$ cat config.mk
export PLATFORM = sky130hd
export DESIGN_NAME = div4_skip_unit
export DESIGN_NICKNAME = d
export VERILOG_FILES = /design/src/rtl/div4_pkg.sv /design/src/rtl/div4_prep.sv /design/src/rtl/div4_step.sv /design/src/rtl/div4_fix.sv /design/src/rtl/div4_skip_unit.sv
export SDC_FILE = /design/constraint.sdc
export NUM_CORES = 1
export LEC_CHECK = 0
export CORE_MARGIN = 2
export CORE_UTILIZATION = 55
export CTS_BUF_LIST = sky130_fd_sc_hd__clkbuf_8
export CTS_CLUSTER_DIAMETER = 30
export DETAILED_ROUTE_END_ITERATION = 8
export PLACE_DENSITY = 0.78
export SETUP_SLACK_MARGIN = 0.2
export SLEW_MARGIN = 20
export SYNTH_ARGS = -nofsm -noshare
export SYNTH_HDL_FRONTEND = slang
export SYNTH_HIERARCHICAL = 1
export SYNTH_SLANG_ARGS = --single-unit
$ cat constraint.sdc
create_clock -name clk -period 6.6 [get_ports clk]
set_input_delay 1.32 -clock clk [delete_from_list [all_inputs] [get_ports clk]]
set_output_delay 1.32 -clock clk [all_outputs]
set_load 0.01 [all_outputs]
$ cat src/rtl/div4_pkg.sv
package div4_pkg;

   // bit 1: remainder result, bit 0: unsigned operands
   typedef enum logic [1:0] {
      OP_DIV  = 2'b00,
      OP_DIVU = 2'b01,
      OP_REM  = 2'b10,
      OP_REMU = 2'b11
   } div_op_e;

   typedef enum logic [1:0] {
      ST_IDLE = 2'b00,
      ST_RUN  = 2'b01,
      ST_FIN  = 2'b10
   } div_state_e;

endpackage

$ cat src/rtl/div4_prep.sv
module div4_prep #(
   parameter int XLEN    = 32,
   parameter bit SKIP_EN = 1'b1,
   localparam int GRAN   = XLEN / 4,
   localparam int HALF   = XLEN / 2,
   localparam int CNTW   = $clog2(HALF + 1)
) (
   input  logic [1:0]      op_i,
   input  logic [XLEN-1:0] a_i,
   input  logic [XLEN-1:0] b_i,
   output logic [XLEN-1:0] a_align_o,
   output logic [XLEN-1:0] b_mag_o,
   output logic            neg_q_o,
   output logic            neg_r_o,
   output logic            div_zero_o,
   output logic            ovf_o,
   output logic [CNTW-1:0] steps_o
);

   logic            is_signed;
   logic            a_neg, b_neg;
   logic [XLEN-1:0] a_mag;
   logic [2:0]      skip_chunks;

   assign is_signed = ~op_i[0];
   assign a_neg     = is_signed & a_i[XLEN-1];
   assign b_neg     = is_signed & b_i[XLEN-1];
   assign a_mag     = a_neg ? (~a_i + 1'b1) : a_i;
   assign b_mag_o   = b_neg ? (~b_i + 1'b1) : b_i;

   assign neg_q_o    = a_neg ^ b_neg;
   assign neg_r_o    = a_neg;
   assign div_zero_o = (b_i == '0);
   assign ovf_o      = is_signed && (a_i == {1'b1, {(XLEN-1){1'b0}}}) && (b_i == '1);

   generate
      if (SKIP_EN) begin : g_skip
         always_comb begin
            logic lead;
            skip_chunks = '0;
            lead        = 1'b1;
            for (int i = 3; i >= 0; i--) begin
               if (lead && (a_mag[i*GRAN +: GRAN] == '0)) skip_chunks = skip_chunks + 3'd1;
               else lead = 1'b0;
            end
         end
      end else begin : g_noskip
         assign skip_chunks = '0;
      end
   endgenerate

   assign a_align_o = (skip_chunks == 3'd4) ? '0 : (a_mag << (int'(skip_chunks) * GRAN));
   assign steps_o   = CNTW'(HALF) - CNTW'(skip_chunks) * CNTW'(GRAN / 2);

endmodule

$ cat src/rtl/div4_step.sv
module div4_step #(
   parameter int XLEN = 32,
   localparam int W   = XLEN + 2
) (
   input  logic [XLEN-1:0] rem_i,
   input  logic [1:0]      pair_i,
   input  logic [XLEN-1:0] dvs_i,
   output logic [1:0]      digit_o,
   output logic [XLEN-1:0] rem_o
);

   logic [W-1:0] r4;
   logic [W-1:0] mult [1:3];
   logic [3:1]   ge;

   assign r4 = {rem_i, pair_i};

   generate
      for (genvar m = 1; m <= 3; m++) begin : g_mult
         assign mult[m] = W'(dvs_i) * W'(m);
         assign ge[m]   = (r4 >= mult[m]);
      end
   endgenerate

   always_comb begin
      if (ge[3]) begin
         digit_o = 2'd3;
         rem_o   = r4[XLEN-1:0] - mult[3][XLEN-1:0];
      end else if (ge[2]) begin
         digit_o = 2'd2;
         rem_o   = r4[XLEN-1:0] - mult[2][XLEN-1:0];
      end else if (ge[1]) begin
         digit_o = 2'd1;
         rem_o   = r4[XLEN-1:0] - mult[1][XLEN-1:0];
      end else begin
         digit_o = 2'd0;
         rem_o   = r4[XLEN-1:0];
      end
   end

endmodule

$ cat src/rtl/div4_fix.sv
module div4_fix #(
   parameter int XLEN = 32
) (
   input  logic            valid_i,
   input  logic            is_rem_i,
   input  logic [XLEN-1:0] quot_i,
   input  logic [XLEN-1:0] rem_i,
   input  logic            neg_q_i,
   input  logic            neg_r_i,
   input  logic            div_zero_i,
   input  logic            ovf_i,
   input  logic [XLEN-1:0] a_raw_i,
   output logic [XLEN-1:0] result_o
);

   logic [XLEN-1:0] q_fix, r_fix, q_sel, r_sel;

   assign q_fix = neg_q_i ? (~quot_i + 1'b1) : quot_i;
   assign r_fix = neg_r_i ? (~rem_i + 1'b1) : rem_i;

   always_comb begin
      if (div_zero_i) begin
         q_sel = '1;
         r_sel = a_raw_i;
      end else if (ovf_i) begin
         q_sel = a_raw_i;
         r_sel = '0;
      end else begin
         q_sel = q_fix;
         r_sel = r_fix;
      end
   end

   assign result_o = !valid_i ? '0 : (is_rem_i ? r_sel : q_sel);

endmodule

$ cat src/rtl/div4_skip_unit.sv
module div4_skip_unit
   import div4_pkg::*;
#(
   parameter int XLEN    = 32,
   parameter bit SKIP_EN = 1'b1,
   localparam int HALF   = XLEN / 2,
   localparam int CNTW   = $clog2(HALF + 1)
) (
   input  logic            clk,
   input  logic            rst_n,
   input  logic            start_i,
   input  logic [1:0]      op_i,
   input  logic [XLEN-1:0] dividend_i,
   input  logic [XLEN-1:0] divisor_i,
   output logic            busy_o,
   output logic            done_o,
   output logic [XLEN-1:0] result_o
);

   generate
      if ((XLEN % 8) != 0 || XLEN < 8) begin : g_bad_xlen
         $error("div4_skip_unit: XLEN must be a multiple of 8");
      end
   endgenerate

   div_state_e      state_q;
   logic [XLEN-1:0] dd_q, rem_q, quot_q, dvs_q, a_raw_q;
   logic [CNTW-1:0] cnt_q;
   logic            is_rem_q, neg_q_q, neg_r_q, dz_q, ovf_q;

   logic [XLEN-1:0] p_align, p_bmag;
   logic            p_negq, p_negr, p_dz, p_ovf;
   logic [CNTW-1:0] p_steps;
   logic [1:0]      s_digit;
   logic [XLEN-1:0] s_rem;
   logic            accept;

   assign accept = start_i && (state_q == ST_IDLE);

   div4_prep #(.XLEN(XLEN), .SKIP_EN(SKIP_EN)) i_prep (
      .op_i       (op_i),
      .a_i        (dividend_i),
      .b_i        (divisor_i),
      .a_align_o  (p_align),
      .b_mag_o    (p_bmag),
      .neg_q_o    (p_negq),
      .neg_r_o    (p_negr),
      .div_zero_o (p_dz),
      .ovf_o      (p_ovf),
      .steps_o    (p_steps)
   );

   div4_step #(.XLEN(XLEN)) i_step (
      .rem_i   (rem_q),
      .pair_i  (dd_q[XLEN-1:XLEN-2]),
      .dvs_i   (dvs_q),
      .digit_o (s_digit),
      .rem_o   (s_rem)
   );

   always_ff @(posedge clk) begin
      if (!rst_n) begin
         state_q  <= ST_IDLE;
         dd_q     <= '0;
         rem_q    <= '0;
         quot_q   <= '0;
         dvs_q    <= '0;
         a_raw_q  <= '0;
         cnt_q    <= '0;
         is_rem_q <= 1'b0;
         neg_q_q  <= 1'b0;
         neg_r_q  <= 1'b0;
         dz_q     <= 1'b0;
         ovf_q    <= 1'b0;
      end else begin
         unique case (state_q)
            ST_IDLE: begin
               if (accept) begin
                  dd_q     <= p_align;
                  rem_q    <= '0;
                  quot_q   <= '0;
                  dvs_q    <= p_bmag;
                  a_raw_q  <= dividend_i;
                  cnt_q    <= p_steps;
                  is_rem_q <= op_i[1];
                  neg_q_q  <= p_negq;
                  neg_r_q  <= p_negr;
                  dz_q     <= p_dz;
                  ovf_q    <= p_ovf;
                  state_q  <= (p_dz || p_ovf || p_steps == '0) ? ST_FIN : ST_RUN;
               end
            end
            ST_RUN: begin
               dd_q   <= dd_q << 2;
               rem_q  <= s_rem;
               quot_q <= {quot_q[XLEN-3:0], s_digit};
               cnt_q  <= cnt_q - 1'b1;
               if (cnt_q == CNTW'(1)) state_q <= ST_FIN;
            end
            ST_FIN:  state_q <= ST_IDLE;
            default: state_q <= ST_IDLE;
         endcase
      end
   end

   assign busy_o = (state_q != ST_IDLE);
   assign done_o = (state_q == ST_FIN);

   div4_fix #(.XLEN(XLEN)) i_fix (
      .valid_i    (done_o),
      .is_rem_i   (is_rem_q),
      .quot_i     (quot_q),
      .rem_i      (rem_q),
      .neg_q_i    (neg_q_q),
      .neg_r_i    (neg_r_q),
      .div_zero_i (dz_q),
      .ovf_i      (ovf_q),
      .a_raw_i    (a_raw_q),
      .result_o   (result_o)
   );

   // Each radix-4 step must leave a partial remainder below the divisor
   p_rem_below_dvs_r1: assert property (@(posedge clk) disable iff (!rst_n)
      (state_q == ST_RUN) |-> (s_rem < dvs_q));

   // Iteration counter walks down one digit pair per cycle
   p_count_down_r7: assert property (@(posedge clk) disable iff (!rst_n)
      (state_q == ST_RUN && cnt_q != CNTW'(1)) |=>
         (state_q == ST_RUN && cnt_q == $past(cnt_q) - 1'b1));

   // Last digit pair leads straight to the done cycle
   p_last_step_r7: assert property (@(posedge clk) disable iff (!rst_n)
      (state_q == ST_RUN && cnt_q == CNTW'(1)) |=> done_o);

   // Accepted start raises busy
   p_accept_r8: assert property (@(posedge clk) disable iff (!rst_n)
      (start_i && !busy_o) |=> busy_o);

   // Done is a single-cycle strobe
   p_done_pulse_r8: assert property (@(posedge clk) disable iff (!rst_n)
      done_o |=> !done_o);

   // Operand state is frozen while an operation is in flight
   p_hold_operands_r9: assert property (@(posedge clk) disable iff (!rst_n)
      (busy_o && !done_o) |=> ($stable(dvs_q) && $stable(a_raw_q) && $stable(is_rem_q)));

   // Zero divisor result
   p_div_zero_r5: assert property (@(posedge clk) disable iff (!rst_n)
      (done_o && dz_q) |-> (result_o == (is_rem_q ? a_raw_q : {XLEN{1'b1}})));

   // Signed overflow result
   p_overflow_r6: assert property (@(posedge clk) disable iff (!rst_n)
      (done_o && ovf_q && !dz_q) |-> (result_o == (is_rem_q ? '0 : a_raw_q)));

endmodule

==> metrics.md <==
| Metric | Value |
|---|---|
| Leakage | `0.00823 uW` |
| Final setup vio count | `0` |
| EDFF count, synth | `0` |
| Req. time, crit path | `6.98 ns` |
| Worst r2r src | `dvs_q[1]` |
| Post-DP HPWL | `49.2 mm` |
| Max-cap violation count | `0` |
| Top-area cell type share of the netlist area | `18.4%` |
| Fillers | `3179` |
| Critical path peak fanout | `7` |
| Synth-to-layout area growth | `8.72%` |
| Worst-Skew Late Latency | `0.51 ns` |
| Io pins | `103` |
| Design area | `0.0203 mm^2` |
| Iter 0 DRT Violations | `2109` |
| TritonCTS buffer count | `17` |
| Commonest cells post-synth | `372 x nand2_1, 239 x nor2_1, 220 x a21oi_1` |
| Slew Limit Fails | `0` |
| Pwr dens | `326 mW/mm^2` |
| Path type of the worst min-delay path | `flop to flop` |
| Cell with the most instances after synthesis | `nand2_1` |
| Post-DR wirelength/cell | `20.8 um` |
| Syn Inst Count | `2594` |
| Share of cells above drive strength 1 | `5.69%` |
| # rows | `67` |
| Initial Utilization | `55.8%` |
| Crit path launch | `dvs_q[1]` |
| # H-tree levels | `4` |
| Worst-margin pin slew | `1.00 ns` |
| First-pass GRT wire length | `98.7 mm` |
| Placed Area | `0.0199 mm^2` |
| DR vias/cell | `6.52` |
| Synth area leaders | `dfxtp_1 18%, ha_1 9.3%, nand2_1 7.5%` |
| Startpoint types | `flop` |
| CTS clk-pin slew, worst paths | `0.10 ns` |
| Diodes inserted | `0` |
| Seq. cell area | `0.00344 mm^2` |
| DR DRC count | `0` |
| Vias in the first global route | `18000` |
| Critical Path Sink Type | `flop` |
| Clk sink count | `172` |
| Design Power | `6640 uW` |
| CTS hold repair buffers | `0` |
| GR Util All Layers | `34.8%` |
| Register area share after synthesis | `18.4%` |
| Crit share post-route | `88.9%` |
| Fin crit period | `5.86 ns` |
| Antenna violations before repair | `0` |
| CTS tree | `built` |
| Worst slew margin | `33.1%` |
| Core region area | `0.0335 mm^2` |
| Nets | `2816` |
| Synthesis-stage register bit count | `172` |
| RSZ-0062 raised after global routing | `no` |
| Layout Cells excl Fill | `3065` |
| GP Congestion | `0.995` |
| Multi-input gate area in the final layout | `0.0142 mm^2` |
| Antenna-violating nets left | `0` |
| Mapped Area | `0.0187 mm^2` |
| 1st-pass router iterations | `6` |
| CP arrival | `6.24 ns` |
| Synth warnings | `6` |
| Port-buffer cells | `102` |
| Hold wc startpoint | `a_raw_q[22]` |
| CTS root buffer | `clkbuf_8` |
| Critical path class | `flop to flop` |
| Status | `finished clean` |
| Yosys top cell by area | `dfxtp_1` |
| Dominant synthesized flop cell | `dfxtp_1` |
| Async SR Flop Fraction | `0%` |
| Clock buffer depth | `2` |
| Number of distinct library cells after synthesis | `109` |
| F_max | `171 MHz` |
| Routed via count | `20000` |
| CP cell instances | `ha_1 > fa_1 > a21o_1 > a21oi_2 > o21a_1 > o211ai_1 > and4_4 > o41a_1 > a41o_1 > a21o_1 > o31a_1 > xor2_1 > ha_1 > and3_1 > nand3_1 > nor4_1 > o21ai_1 > a41oi_4 > nand2b_1 > clkinv_1 > a221o_1 > a22oi_1 > nor2_1` |
| Syn avg cell area | `7.21 um^2` |
| Gr ovfl total | `0` |
| Total routed wirelength | `63.7 mm` |
| Critical path's slowest cell | `o41a_1` |
| Max incr delay on CP | `0.46 ns` |
| DP Cell Count | `3033` |
| Post-CTS setup buffers | `0` |
| DIE HEIGHT | `188 um` |
| Pin count of the biggest net entering global routing | `101` |
| Full die area | `0.0355 mm^2` |
| Total negative setup slack | `0 ns` |
| Final clock skew | `0.0200 ns` |
| Chip Width | `188 um` |
| Final Hold Fails | `0` |
| Post-cts sizing count | `0` |
| Maximum vdd ir drop | `0.251 mV` |
state kept, by name, indices dropped and copies added (netlist names):
name and count:
neg_r_q 1, quot_q 32, a_raw_q 32, is_rem_q 1
neg_q_q 1, cnt_q 5, dvs_q 32, ovf_q 1
dd_q 32, state_q 2, dz_q 1, rem_q 32
cells in the final DEF (no fill, tap or decap), types with 65 or more instances in the layout:
master,netlist,final
a22oi_1,70,70
nor2_1,239,239
ha_1,139,139
dfxtp_1,172,171
o21ai_0,102,102
xnor2_1,117,117
xor2_1,95,95
a21oi_1,220,220
inv_1,84,83
clkdlybuf4s50_1,0,102
a21o_1,65,65
nand2_1,372,371
path summary, 6_finish.rpt:
path / end / slack, ns / cells after the start
setup / recovery: rem_q[16] / 0.74 / 23
hold / removal: a_raw_q[22] / 0.46 / 2
setup reg to reg: rem_q[16] / 0.74 / 23
hold reg to reg: a_raw_q[22] / 0.46 / 2
worst max-delay path, delay by kind of cell, from the launching register on:
| kind | cells | cell delay (ns) |
|---|---|---|
| AO/OA/AOI/OAI | 12 | 2.85 |
| AND/OR/NAND/NOR | 6 | 1.11 |
| adder cells (fa/ha/maj) | 3 | 1.02 |
| flip-flops | 1 | 0.43 |
| buffers and inverters | 1 | 0.18 |
| XOR/XNOR | 1 | 0.16 |
routing by layer:
layer,wire length (um),GRT usage [%]
met5,0,0
met2,28800,55.9
met1,28600,48.4
met3,4490,4.64
met4,1780,10.6
final cells by class:
class / count / area share, %
timing repair buffer: 145 / 6.62
sequential: 172 / 16.9
inverter: 89 / 1.68
clock inverter: 15 / 0.984
multi-input combinational: 2179 / 69.9
clock buffer: 17 / 1.15
tap: 448 / 2.76
logic make-up (layout without fill, tap and decap cells):
family / Yosys count / in the layout / synth area share (%)
XOR/XNOR: 212 / 212 / 9.92
AO/OA/AOI/OAI: 852 / 852 / 30.9
other: 1 / 2 / 0.0200
AND/OR/NAND/NOR: 947 / 947 / 23.9
buffers and inverters: 244 / 266 / 5.89
adder cells (fa/ha/maj): 143 / 143 / 9.72
flip-flops: 172 / 172 / 18.4
multiplexers: 23 / 23 / 1.28
where the power goes:
part / leakage (uW) / switching [uW] / internal, uW
registers: 0.00141 / 190 / 1150
clock network: 0.000220 / 484 / 359
logic: 0.00660 / 2680 / 1780
per-stage QoR:
| stage | setup slack, ns | utilization, % | hold WS (ns) |
|---|---|---|---|
| after global routing | 0.412 | 60.7 | 0.493 |
| after CTS | 0.806 | 60.6 | 0.462 |
| after floorplan | 1.21 | - | 0.433 |
| after global placement | 0.435 | 59.3 | 0.444 |
| final | 0.736 | 60.7 | 0.460 |
| after detailed placement | 0.417 | 59.3 | 0.448 |
Note: power is estimated with default switching activity, not from simulation.
